File: config.mk
export PLATFORM = sky130hd
export DESIGN_NAME = uart_csr_top
export DESIGN_NICKNAME = d
export VERILOG_FILES = /design/src/rtl/uart_csr_pkg.sv /design/src/rtl/uart_csr_cmd_dec.sv /design/src/rtl/uart_csr_mode.sv /design/src/rtl/uart_csr_tx.sv /design/src/rtl/uart_csr_irq.sv /design/src/rtl/uart_csr_top.sv
export SDC_FILE = /design/constraint.sdc
export NUM_CORES = 1
export LEC_CHECK = 0
export ABC_AREA = 1
export BUFFER_PORTS_ARGS = -buffer_cell sky130_fd_sc_hd__buf_2
export CORE_AREA = 2 2 55 96
export DETAILED_ROUTE_END_ITERATION = 10
export DIE_AREA = 0 0 57 98
export PLACE_DENSITY = 0.84
export SLEW_MARGIN = 15
export SYNTH_ARGS = -nofsm -noshare
export SYNTH_HDL_FRONTEND = slang
export SYNTH_HIERARCHICAL = 1
export SYNTH_SLANG_ARGS = --single-unit
File: constraint.sdc
create_clock -name clk_i -period 2.7 [get_ports clk_i]
set_input_delay 0.27 -clock clk_i [delete_from_list [all_inputs] [get_ports clk_i]]
set_output_delay 0.27 -clock clk_i [all_outputs]
set_load 0.1 [all_outputs]
File: src/rtl/uart_csr_pkg.sv
package uart_csr_pkg;
  localparam int unsigned AW = 6;
  localparam int unsigned DW = 8;

  localparam logic [AW-1:0] OFF_MODE    = 6'h00;
  localparam logic [AW-1:0] OFF_STAT    = 6'h04;
  localparam logic [AW-1:0] OFF_CMD     = 6'h08;
  localparam logic [AW-1:0] OFF_DATA    = 6'h0C;
  localparam logic [AW-1:0] OFF_INT     = 6'h14;
  localparam logic [AW-1:0] OFF_BAUD_LO = 6'h18;
  localparam logic [AW-1:0] OFF_BAUD_HI = 6'h1C;

  typedef enum logic [2:0] {
    MISC_NOP     = 3'd0,
    MISC_PTR_RST = 3'd1,
    MISC_RX_RST  = 3'd2,
    MISC_TX_RST  = 3'd3,
    MISC_ERR_RST = 3'd4,
    MISC_BRK_CLR = 3'd5,
    MISC_BRK_ON  = 3'd6,
    MISC_BRK_OFF = 3'd7
  } misc_e;

  typedef enum logic [1:0] {
    EN_NOP  = 2'd0,
    EN_ON   = 2'd1,
    EN_OFF  = 2'd2,
    EN_RSVD = 2'd3
  } en_e;

  typedef struct packed {
    logic ptr_rst;
    logic rx_rst;
    logic tx_rst;
    logic brk_clr;
    logic rx_set;
    logic rx_clr;
    logic tx_set;
    logic tx_clr;
  } cmd_act_t;
endpackage

File: src/rtl/uart_csr_cmd_dec.sv
module uart_csr_cmd_dec
  import uart_csr_pkg::*;
(
  input  logic       cmd_we_i,
  input  logic [6:0] cmd_i,
  output cmd_act_t   act_o
);
  misc_e misc;
  en_e   tx_code;
  en_e   rx_code;

  assign misc    = misc_e'(cmd_i[6:4]);
  assign tx_code = en_e'(cmd_i[3:2]);
  assign rx_code = en_e'(cmd_i[1:0]);

  always_comb begin
    act_o = '0;
    if (cmd_we_i) begin
      unique case (misc)
        MISC_PTR_RST: act_o.ptr_rst = 1'b1;
        MISC_RX_RST:  act_o.rx_rst  = 1'b1;
        MISC_TX_RST:  act_o.tx_rst  = 1'b1;
        MISC_BRK_CLR: act_o.brk_clr = 1'b1;
        default: ;
      endcase
      act_o.tx_set = (tx_code == EN_ON);
      act_o.tx_clr = (tx_code == EN_OFF);
      act_o.rx_set = (rx_code == EN_ON);
      act_o.rx_clr = (rx_code == EN_OFF);
    end
  end
endmodule

File: src/rtl/uart_csr_mode.sv
module uart_csr_mode
  import uart_csr_pkg::*;
#(
  parameter int unsigned MODE_N     = 2,
  parameter int unsigned RX_SEL_BIT = 6
) (
  input  logic          clk_i,
  input  logic          rst_ni,
  input  logic          wr_i,
  input  logic [DW-1:0] wdata_i,
  input  logic          ptr_rst_i,
  output logic [DW-1:0] mode_o,
  output logic          rx_sel_full_o
);
  localparam int unsigned PTR_W = (MODE_N > 1) ? $clog2(MODE_N) : 1;
  localparam logic [PTR_W-1:0] PTR_LAST = PTR_W'(MODE_N - 1);

  logic [PTR_W-1:0] ptr_q;
  logic [DW-1:0]    mr_q [MODE_N];

  always_ff @(posedge clk_i or negedge rst_ni) begin
    if (!rst_ni) begin
      ptr_q <= '0;
    end else if (ptr_rst_i) begin
      ptr_q <= '0;
    end else if (wr_i && ptr_q != PTR_LAST) begin
      ptr_q <= ptr_q + 1'b1;
    end
  end

  for (genvar g = 0; g < MODE_N; g++) begin : g_mr
    always_ff @(posedge clk_i or negedge rst_ni) begin
      if (!rst_ni)                           mr_q[g] <= '0;
      else if (wr_i && ptr_q == PTR_W'(g))   mr_q[g] <= wdata_i;
    end
  end

  assign mode_o        = mr_q[ptr_q];
  assign rx_sel_full_o = mr_q[0][RX_SEL_BIT];
endmodule

File: src/rtl/uart_csr_tx.sv
module uart_csr_tx
  import uart_csr_pkg::*;
(
  input  logic          clk_i,
  input  logic          rst_ni,
  input  logic          tx_rst_i,
  input  logic          tx_set_i,
  input  logic          tx_clr_i,
  input  logic          wr_i,
  input  logic [DW-1:0] wdata_i,
  input  logic          tx_ready_i,
  output logic          tx_valid_o,
  output logic [DW-1:0] tx_data_o,
  output logic          tx_en_o,
  output logic          tx_empty_o
);
  logic          en_q, pend_q;
  logic [DW-1:0] data_q;
  logic          beat;

  assign tx_valid_o = pend_q & en_q;
  assign beat       = tx_valid_o & tx_ready_i;

  always_ff @(posedge clk_i or negedge rst_ni) begin
    if (!rst_ni) begin
      en_q   <= 1'b0;
      pend_q <= 1'b0;
      data_q <= '0;
    end else begin
      // misc reset first, then the enable field of the same command
      if (tx_rst_i)      en_q <= tx_set_i;
      else if (tx_set_i) en_q <= 1'b1;
      else if (tx_clr_i) en_q <= 1'b0;

      if (wr_i) begin
        pend_q <= 1'b1;
        data_q <= wdata_i;
      end else if (tx_rst_i || beat) begin
        pend_q <= 1'b0;
      end
    end
  end

  assign tx_data_o  = data_q;
  assign tx_en_o    = en_q;
  assign tx_empty_o = ~pend_q;
endmodule

File: src/rtl/uart_csr_irq.sv
module uart_csr_irq
  import uart_csr_pkg::*;
(
  input  logic          clk_i,
  input  logic          rst_ni,
  input  logic          tx_rdy_i,
  input  logic          rx_rdy_i,
  input  logic          rx_full_i,
  input  logic          sel_full_i,
  input  logic          brk_set_i,
  input  logic          brk_clr_i,
  input  logic          imr_we_i,
  input  logic [DW-1:0] wdata_i,
  output logic [DW-1:0] isr_o,
  output logic [DW-1:0] imr_o,
  output logic          irq_o
);
  logic          brk_q, irq_q;
  logic [DW-1:0] imr_q;

  assign isr_o = {{(DW-3){1'b0}}, brk_q, (sel_full_i ? rx_full_i : rx_rdy_i), tx_rdy_i};

  always_ff @(posedge clk_i or negedge rst_ni) begin
    if (!rst_ni) begin
      brk_q <= 1'b0;
      imr_q <= '0;
      irq_q <= 1'b0;
    end else begin
      if (brk_set_i)      brk_q <= 1'b1;
      else if (brk_clr_i) brk_q <= 1'b0;
      if (imr_we_i) imr_q <= wdata_i;
      irq_q <= |(isr_o & imr_q);
    end
  end

  assign imr_o = imr_q;
  assign irq_o = irq_q;
endmodule

File: src/rtl/uart_csr_top.sv
module uart_csr_top
  import uart_csr_pkg::*;
#(
  parameter logic [7:0]  BAUD_LO    = 8'h00,
  parameter logic [7:0]  BAUD_HI    = 8'h00,
  parameter int unsigned RX_SEL_BIT = 6
) (
  input  logic       clk_i,
  input  logic       rst_ni,
  input  logic       req_i,
  input  logic       we_i,
  input  logic [5:0] addr_i,
  input  logic [7:0] wdata_i,
  output logic [7:0] rdata_o,
  output logic       tx_valid_o,
  input  logic       tx_ready_i,
  output logic [7:0] tx_data_o,
  input  logic       rx_empty_i,
  input  logic       rx_full_i,
  input  logic [7:0] rx_data_i,
  input  logic [3:0] rx_err_i,
  input  logic       rx_break_i,
  output logic       rx_pop_o,
  output logic       rx_flush_o,
  output logic       rx_en_o,
  output logic       irq_o
);
  logic          wr, rd;
  cmd_act_t      act;
  logic [DW-1:0] mode_rd, isr_w, imr_w, status;
  logic          sel_full, tx_en, tx_empty, rx_en_q;

  assign wr = req_i & we_i;
  assign rd = req_i & ~we_i;

  uart_csr_cmd_dec u_cmd (
    .cmd_we_i (wr && addr_i == OFF_CMD),
    .cmd_i    (wdata_i[6:0]),
    .act_o    (act)
  );

  uart_csr_mode #(.MODE_N(2), .RX_SEL_BIT(RX_SEL_BIT)) u_mode (
    .clk_i         (clk_i),
    .rst_ni        (rst_ni),
    .wr_i          (wr && addr_i == OFF_MODE),
    .wdata_i       (wdata_i),
    .ptr_rst_i     (act.ptr_rst),
    .mode_o        (mode_rd),
    .rx_sel_full_o (sel_full)
  );

  uart_csr_tx u_tx (
    .clk_i      (clk_i),
    .rst_ni     (rst_ni),
    .tx_rst_i   (act.tx_rst),
    .tx_set_i   (act.tx_set),
    .tx_clr_i   (act.tx_clr),
    .wr_i       (wr && addr_i == OFF_DATA),
    .wdata_i    (wdata_i),
    .tx_ready_i (tx_ready_i),
    .tx_valid_o (tx_valid_o),
    .tx_data_o  (tx_data_o),
    .tx_en_o    (tx_en),
    .tx_empty_o (tx_empty)
  );

  always_ff @(posedge clk_i or negedge rst_ni) begin
    if (!rst_ni)            rx_en_q <= 1'b0;
    else if (act.rx_set)    rx_en_q <= 1'b1;
    else if (act.rx_rst || act.rx_clr) rx_en_q <= 1'b0;
  end

  assign status = {rx_err_i, tx_empty, tx_en, rx_full_i, ~rx_empty_i};

  uart_csr_irq u_irq (
    .clk_i      (clk_i),
    .rst_ni     (rst_ni),
    .tx_rdy_i   (tx_en),
    .rx_rdy_i   (~rx_empty_i),
    .rx_full_i  (rx_full_i),
    .sel_full_i (sel_full),
    .brk_set_i  (rx_break_i),
    .brk_clr_i  (act.brk_clr),
    .imr_we_i   (wr && addr_i == OFF_INT),
    .wdata_i    (wdata_i),
    .isr_o      (isr_w),
    .imr_o      (imr_w),
    .irq_o      (irq_o)
  );

  always_comb begin
    rdata_o = '0;
    if (rd) begin
      unique case (addr_i)
        OFF_MODE:    rdata_o = mode_rd;
        OFF_STAT:    rdata_o = status;
        OFF_DATA:    rdata_o = rx_empty_i ? '0 : rx_data_i;
        OFF_INT:     rdata_o = isr_w;
        OFF_BAUD_LO: rdata_o = BAUD_LO;
        OFF_BAUD_HI: rdata_o = BAUD_HI;
        default:     rdata_o = '0;
      endcase
    end
  end

  assign rx_pop_o   = rd && addr_i == OFF_DATA && !rx_empty_i;
  assign rx_flush_o = act.rx_rst;
  assign rx_en_o    = rx_en_q;
endmodule

==> flow_summary.toml, run 1 <==
[detailed_routing]
vias = 2082
wire_per_inst_um = 11.9
drc = 0
totalWireLength_mm = 5.03
first_pass_iters = 4
initialDrtViolationCount = 49
vias_per_cell = 4.91
postRouteAntennaNets = 0

[floorplan]
core-area_um2 = 4850
die_area_um2 = 5590
initial_core_util = 0.449
io_pins = 55
std_cell_rows = 34
die-width_um = 57
die_h_um = 98

[timing]
setup_viol = 0
maxClockFrequency_ghz = 0.435
skew_ns = 0.00536
finalCritPeriodShare = 0.851
fin_setup_tns_ns = 0
rsz0062_at_grt = "false"
hold_violations = 0
tightest_slew_ns = 0.719
period_needed_ns = 2.30
maxSlewViolCount = 0
hold_ws_ns = 0.0415
relSlewSlack = 0.520

[critical_path]
slowest_stage = "dfrtp_1"
cp.required_ns = 2.43
path_class = "flop to primary output"
cp_slowest_stage_delay_ns = 0.60
path_cells = "inv_6, nand2_1, nand2_1, nand4_1, nand2_1, nor2_1, nor2_1, buf_2"
path_common_cell = "nand2_1"
end_kind = "primary output"
critical_path.max_fanout = 19
critical_path_arrival_ns = 2.03
critPathLaunchType = "flop"

[placement]
dp.cells = 416
portBuffers = 54
place_hpwl_mm = 3.90
dpl_cell_area_um2 = 2390
gp_congestion = 0.778

[power]
powerDensity_nw_per_um2 = 472
leakage_nw = 1.47
ir_worst_vdd_mv = 0.464

[grt]
grt_antenna_before_repair = 0
grt_pass1_vias = 1970
grt_max_degree = 34
grt_pass1_wl_mm = 8.60
grt_overflow_total = 0
grt_use_total = 0.191

[cts]
path_clk_slew_ns = 0.07
cts_htree_levels = 2
clock_path_buffers = 2
numCtsBuffers = 5
cts-hold-fix-buffers = 0
post_cts_buffers = 0
clkSinkCount = 33
cts_tree = "built"
clk_latency_ns = 0.28
cts.repair.resized = 0
clockRootBuffer = "clkbuf_8"

[hold_path]
min_path_type = "input port to asynchronous set/reset pin"

[layout]
fin_area_um2 = 2480
diodes = 0
fin_cells = 424
final_net_count = 403
area_growth_pct = 14.0
fillerInstances = 504
drive_above_1_share = 0.227
final_util = 0.512

[logic_synthesis]
synthCells = 319
syn_area_per_cell_um2 = 6.82
yosys_warnings = 6
synth_area_um2 = 2180

[status]
status = "finished clean"

[job]
cap_violations = 0
-- where the power goes --
| group | switching, mW | internal (mW) |
|---|---|---|
| registers | 0.0301 | 0.528 |
| clock network | 0.171 | 0.177 |
| logic | 0.204 | 0.0613 |
-- flip-flops by register name, summed over array words and instances, names as in the netlist --
| signal | flops |
|---|---|
| u_tx/tx_data_o | 8 |
| u_tx/pend_q | 1 |
| u_mode/mr_q | 15 |
| rx_en_o | 1 |
| u_irq/irq_o | 1 |
| u_irq/brk_q | 1 |
| u_tx/tx_en_o | 1 |
| u_irq/imr_o | 3 |
| u_mode/rx_sel_full_o | 1 |
| u_mode/ptr_q | 1 |
-- routing by layer --
metal / GRT usage / vias to the layer above / wire length (µm)
li1: - / 1089 / -
met1: 0.222 / 938 / 1970
met2: 0.351 / 49 / 2820
met3: 0.0172 / 6 / 166
met4: 0.0751 / 0 / 72
met5: 0 / - / 0
-- stage by stage --
| step | setup slack [ns] | power, mW |
|---|---|---|
| 2_1_floorplan | 0.200 | 0.766 |
| 4_1_cts | 0.379 | 1.19 |
| 3_3_place_gp | 0.767 | 0.828 |
| 3_5_place_dp | 0.694 | 0.834 |
| 6_report | 0.402 | 1.17 |
| 5_1_grt | 0.264 | 1.24 |
-- layout make-up --
class / instances / area (µm²) / area share
Tap cell: 54 / 67.6 / 0.0272
Clock inverter: 3 / 17.5 / 0.00706
Clock buffer: 5 / 68.8 / 0.0277
Multi-Input combinational cell: 238 / 1070 / 0.432
Timing Repair Buffer: 58 / 300 / 0.121
Inverter: 33 / 130 / 0.0524
Sequential cell: 33 / 826 / 0.333
-- worst paths after layout --
| kind | slack [ns] | cells past startpoint | from | to |
|---|---|---|---|---|
| setup / recovery | 0.40 | 8 | u_mode/ptr_q$_DFFE_PN0P_ | rdata_o[5] |
| hold / removal | 0.04 | 1 | rst_ni | u_tx/tx_data_o[3]$_DFFE_PN0P_ |
| setup reg to reg | 1.34 | 3 | u_mode/ptr_q$_DFFE_PN0P_ | u_mode/mr_q[7]$_DFFE_PN0P_ |
| hold reg to reg | 0.47 | 2 | u_tx/tx_data_o[3]$_DFFE_PN0P_ | u_tx/tx_data_o[3]$_DFFE_PN0P_ |
| max in group asynchronous | 2.19 | 1 | rst_ni | u_mode/mr_q[7]$_DFFE_PN0P_ |
| min in group clk_i | 0.20 | 2 | rx_break_i | u_irq/brk_q$_DFFE_PN0P_ |
-- cells in the final DEF (no fill, tap or decap), types with 2 or more instances in the layout --
cell,n
buf_2,54
buf_4,4
clkbuf_8,5
clkinv_2,3
conb_1,5
dfrtp_1,33
inv_1,27
inv_2,4
nand2_1,126
nand3_1,24
nand3_2,2
nand4_1,25
nor2_1,38
nor2_2,3
nor2_4,4
o21ai_0,3
-- critical path: cells and delay by family, from the launching register on --
kind,cells,cell delay (ns)
AND/OR/NAND/NOR,6,0.45
buffers and inverters,2,0.68
flip-flops,1,0.60
Power figures use the tool's default switching activity.
==> inputs of run 2 (changes only) <==
--- a/config.mk
+++ b/config.mk
@@ -7,10 +7,11 @@
 export LEC_CHECK = 0
 export ABC_AREA = 1
 export BUFFER_PORTS_ARGS = -buffer_cell sky130_fd_sc_hd__buf_2
-export CORE_AREA = 2 2 55 96
+export CAP_MARGIN = 15
+export CORE_AREA = 2 2 52 90
 export DETAILED_ROUTE_END_ITERATION = 10
-export DIE_AREA = 0 0 57 98
-export PLACE_DENSITY = 0.84
+export DIE_AREA = 0 0 54 92
+export PLACE_DENSITY = 0.92
 export SLEW_MARGIN = 15
 export SYNTH_ARGS = -nofsm -noshare
 export SYNTH_HDL_FRONTEND = slang
==> run 2 against run 1 <==
Clock power rose by 35%. Combinational power about the same. Sequential share of layout area is 0.25 points lower. Die area down 11%. Hold slack worse by 0.013 ns. Via count up 2.0%. Core utilization grew 6.7 points. Sequential power barely moved. Design area up 0.76%. Clock skew is 0.00068 ns higher. First-iteration DRC count rose by 37%. Maximum frequency about the same. Critical path type unchanged.
==> flow_summary.toml, run 2 (synthesis gave the netlist of run 1 again) <==
[timing]
skew_ns = 0.00605
maxSlewViolCount = 0
setup_viol = 0
maxClockFrequency_ghz = 0.435
fin_setup_tns_ns = 0
rsz0062_at_grt = "false"
tightest_slew_ns = 0.698
hold_violations = 0
finalCritPeriodShare = 0.851
period_needed_ns = 2.30
relSlewSlack = 0.535

[floorplan]
io_pins = 55
die-width_um = 54
core-area_um2 = 4320
std_cell_rows = 32
initial_core_util = 0.503
die_area_um2 = 4970
die_h_um = 92

[critical_path]
path_cells = "nand2_1, nand2_1, nand4_1, nand2_1, nor2_1, nor2_1, buf_2"
end_kind = "primary output"
critical_path.max_fanout = 19
cp_slowest_stage_delay_ns = 0.76
cp.required_ns = 2.43
cpLargestDelayFamily = "flip-flops"
critPathLaunchType = "flop"
path_class = "flop to primary output"
slowest_stage = "dfrtp_1"
path_common_cell = "nand2_1"
crit_buf_inv = 1
critical_path_arrival_ns = 2.03

[grt]
grt_antenna_before_repair = 0
use_met3 = 0.0342
grt_pass1_wl_mm = 8.44
globalRouteMet2Util = 0.430
grt_util_met1 = 0.231
grt_pass1_vias = 1958
grt_max_degree = 34
grt_use_total = 0.229
grt_overflow_total = 0
busiest_layer = "met2"

[detailed_routing]
initialDrtViolationCount = 67
vias = 2124
drc = 0
wire_per_inst_um = 12.2
totalWireLength_mm = 5.13
postRouteAntennaNets = 0
vias_per_cell = 5.06
first_pass_iters = 4

[cts]
post_cts_buffers = 0
clockRootBuffer = "clkbuf_8"
cts_htree_levels = 2
clock_path_buffers = 2
path_clk_slew_ns = 0.06
cts_tree = "built"
clk_latency_ns = 0.28
cts.repair.resized = 0
cts-hold-fix-buffers = 0
numCtsBuffers = 5
clkSinkCount = 33

[layout]
fin_area_um2 = 2500
fin_cells = 420
final_cell_mix = "126 x nand2_1, 54 x buf_2, 38 x nor2_1"
top_register = "u_mode/mr_q"
drive_above_1_share = 0.222
final_common_cell = "nand2_1"
diodes = 0
final_net_count = 402
largest_register_ffs = 15
area_growth_pct = 14.8

[power]
ir_worst_vdd_mv = 0.558
leakage_nw = 1.48
power_mw = 1.29
powerDensity_nw_per_um2 = 518

[status]
status = "finished clean"

[hold_path]
min_path_type = "input port to asynchronous set/reset pin"

[placement]
dpl_cell_area_um2 = 2380
dp.cells = 412
gp_congestion = 0.797
place_hpwl_mm = 3.90
portBuffers = 54

[job]
cap_violations = 0
==> run 2: area by class of cell <==
| class | instances | area, µm² |
|---|---|---|
| Fill cell | 423 | 1820 |
| Multi-Input combinational cell | 238 | 1070 |
| Sequential cell | 33 | 826 |
| Timing Repair Buffer | 57 | 293 |
| Inverter | 33 | 130 |
| Clock buffer | 7 | 86.3 |
| Tap cell | 51 | 63.8 |
| Clock inverter | 1 | 30.0 |
==> run 2: layer usage <==
layer  vias to the layer above  wire length, µm
met2                        82             2850
met1                       946             1910
met5                         -                0
met4                         0              114
li1                       1086                -
met3                        10              260
==> run 2: metrics by stage <==
step	worst slack, ns	util	hold WS, ns
2_1_floorplan	0.200	-	-0.0256
3_3_place_gp	0.772	0.551	0.348
3_5_place_dp	0.714	0.551	0.359
4_1_cts	0.402	0.578	0.0508
5_1_grt	0.204	0.578	0.0786
6_report	0.404	0.578	0.0285
==> run 2: worst paths after layout <==
check	start	end	slack, ns	depth (start not counted)
worst max-delay path	u_mode/ptr_q$_DFFE_PN0P_	rdata_o[5]	0.40	7
worst min-delay path	rst_ni	u_tx/tx_data_o[1]$_DFFE_PN0P_	0.03	1
worst max register to register	u_mode/ptr_q$_DFFE_PN0P_	u_mode/mr_q[6]$_DFFE_PN0P_	1.30	3
worst min register to register	u_mode/mr_q[9]$_DFFE_PN0P_	u_mode/mr_q[9]$_DFFE_PN0P_	0.47	2
max in group asynchronous	rst_ni	u_mode/mr_q[4]$_DFFE_PN0P_	2.21	1
min in group clk_i	rx_break_i	u_irq/brk_q$_DFFE_PN0P_	0.19	2
==> run 2: worst reg2reg max path: stages (launching register included) <==
cell	delay [ns]
dfrtp_1	0.76
nand2_1	0.34
nand2_1	0.14
nand2_1	0.06
==> run 2: power breakdown <==
part,total (mW),internal (mW),switching (mW),leakage (nW)
Combinational,0.266,0.0612,0.205,0.989
Clock,0.470,0.301,0.169,0.0585
Sequential,0.559,0.528,0.0307,0.431
==> inputs of run 3 (changes only) <==
--- a/config.mk
+++ b/config.mk
@@ -11,7 +11,7 @@
 export CORE_AREA = 2 2 52 90
 export DETAILED_ROUTE_END_ITERATION = 10
 export DIE_AREA = 0 0 54 92
-export PLACE_DENSITY = 0.92
+export PLACE_DENSITY = 0.82
 export SLEW_MARGIN = 15
 export SYNTH_ARGS = -nofsm -noshare
 export SYNTH_HDL_FRONTEND = slang
==> run 3 against run 2 <==
Core utilization unchanged. Wire length decreased by 2.5%. Power decreased by 5.7%. Hold slack improved by 0.0080 ns. Sequential share of layout area unchanged. First-iteration DRC count decreased by 31%. Cell count increased by 0.48%. Die area unchanged. Sequential cell count unchanged. Sequential power about the same. Critical path type unchanged. Highest routed layer unchanged.
==> flow_summary.toml, run 3 (synthesis gave the netlist of run 1 again) <==
[grt]
grt_antenna_before_repair = 0
grt_use_total = 0.223
grt_overflow_total = 0
grt_max_degree = 34
grt_pass1_wl_mm = 8.25
grt_pass1_vias = 1980

[cts]
clk_latency_ns = 0.28
cts_htree_levels = 2
post_cts_buffers = 0
numCtsBuffers = 5
clkSinkCount = 33
cts_tree = "built"
clockRootBuffer = "clkbuf_8"
path_clk_slew_ns = 0.06
cts-hold-fix-buffers = 0
cts.repair.resized = 0
clock_path_buffers = 2

[timing]
maxSlewViolCount = 0
maxClockFrequency_ghz = 0.441
setup_slack_ns = 0.434
fin_setup_tns_ns = 0
relSlewSlack = 0.527
finalCritPeriodShare = 0.839
period_needed_ns = 2.27
hold_violations = 0
hold_ws_ns = 0.0365
setup_viol = 0
tightest_slew_ns = 0.710
rsz0062_at_grt = "false"
skew_ns = 0.00266

[placement]
gp_congestion = 0.797
portBuffers = 54
place_hpwl_mm = 3.94
place_worst_setup_slack_ns = 0.735

[critical_path]
r2r_slack_ns = 1.37
cp.required_ns = 2.43
critPathLaunchType = "flop"
critical_path_arrival_ns = 2.00
path_class = "flop to primary output"
rr_worst_depth = 3
critical_path.max_fanout = 19
end_kind = "primary output"
endpoint = "rdata_o[0]"
timing.rr.end = "u_mode/mr_q[5]$_DFFE_PN0P_"
r2r_start = "u_mode/ptr_q$_DFFE_PN0P_"
crit_start = "u_mode/ptr_q$_DFFE_PN0P_"

[hold_path]
min_path_type = "input port to asynchronous set/reset pin"

[power]
combPwrFrac = 0.217
leakage_nw = 1.49
powerDensity_nw_per_um2 = 488
clockPowerShare = 0.326
switchingPower_mw = 0.401
switching_share = 0.328
ir_worst_vdd_mv = 0.592
pwr-share-seq = 0.457
power_mw = 1.22
intPower_mw = 0.820

[floorplan]
core-area_um2 = 4320
io_pins = 55
initial_core_util = 0.503
die-width_um = 54
die_area_um2 = 4970
die_h_um = 92
std_cell_rows = 32

[layout]
final_net_count = 404
area_growth_pct = 14.8
final_cell_mix = "126 x nand2_1, 54 x buf_2, 38 x nor2_1"
drive_above_1_share = 0.229
diodes = 0
ff_latch_area_um2 = 826
final_common_cell = "nand2_1"
final_util = 0.578
fillerInstances = 446
largest_register_ffs = 15
top_register = "u_mode/mr_q"
multi_input_area_um2 = 1070

[detailed_routing]
first_pass_iters = 4
vias = 2122
vias_per_cell = 5.03
totalWireLength_mm = 5.01
drc = 0
wire_per_inst_um = 11.9
postRouteAntennaNets = 0
initialDrtViolationCount = 46

[status]
status = "finished clean"

[job]
cap_violations = 0
-- run 3: changes by cell type in the layout (fill, tap and decap cells not counted), sizes merged --
cell,previous run,this run
bufinv,1,0
buf,57,59
clkinv,1,2
-- run 3: stage by stage --
| step | area (µm²) | cells |
|---|---|---|
| after detailed placement | 2400 | 414 |
| final | 2500 | 422 |
| after global placement | 2400 | 414 |
| after CTS | 2500 | 422 |
| after global routing | 2500 | 422 |
| after floorplan | 2200 | 323 |
-- run 3: worst min-delay path by stage --
| stage | end |
|---|---|
| after CTS | u_tx/tx_data_o[6]$_DFFE_PN0P_ |
| after global placement | u_tx/tx_data_o[2]$_DFFE_PN0P_ |
| after global routing | u_irq/imr_o[0]$_DFFE_PN0P_ |
| final | u_tx/tx_data_o[6]$_DFFE_PN0P_ |
| after floorplan | rx_en_o$_DFFE_PN0P_ |
| after detailed placement | u_tx/tx_data_o[2]$_DFFE_PN0P_ |
-- run 3: critical path, stage by stage, from the launching register on --
cell and delay [ns]:
dfrtp_1 0.59, inv_6 0.24, nand2_1 0.07, nand2_1 0.06
nand4_1 0.10, nand2_1 0.09, nor2_1 0.04, nor2_1 0.08
buf_2 0.44
-- run 3: layout make-up --
class                      instances  share of cell area
timing repair buffer              59               0.123
clock inverter                     1             0.00200
multi-input combinational        238               0.428
clock buffer                       7              0.0385
inverter                          33              0.0521
tap                               51              0.0255
sequential                        33               0.330
-- run 3: routing by layer --
layer / vias up / GRT usage / part of all wire
met5: - / 0 / 0
met4: 0 / 0.102 / 0.019
met3: 8 / 0.0261 / 0.041
met2: 58 / 0.419 / 0.56
met1: 964 / 0.228 / 0.38
li1: 1092 / - / -
-- run 3: power by group through the flow --
stage	sequential, mW	clock, mW	combinational (mW)
5_1_grt	0.562	0.424	0.289
3_5_place_dp	0.567	0	0.266
4_1_cts	0.558	0.409	0.267
6_report	0.558	0.398	0.265
2_1_floorplan	0.640	0	0.126
3_3_place_gp	0.565	0	0.261
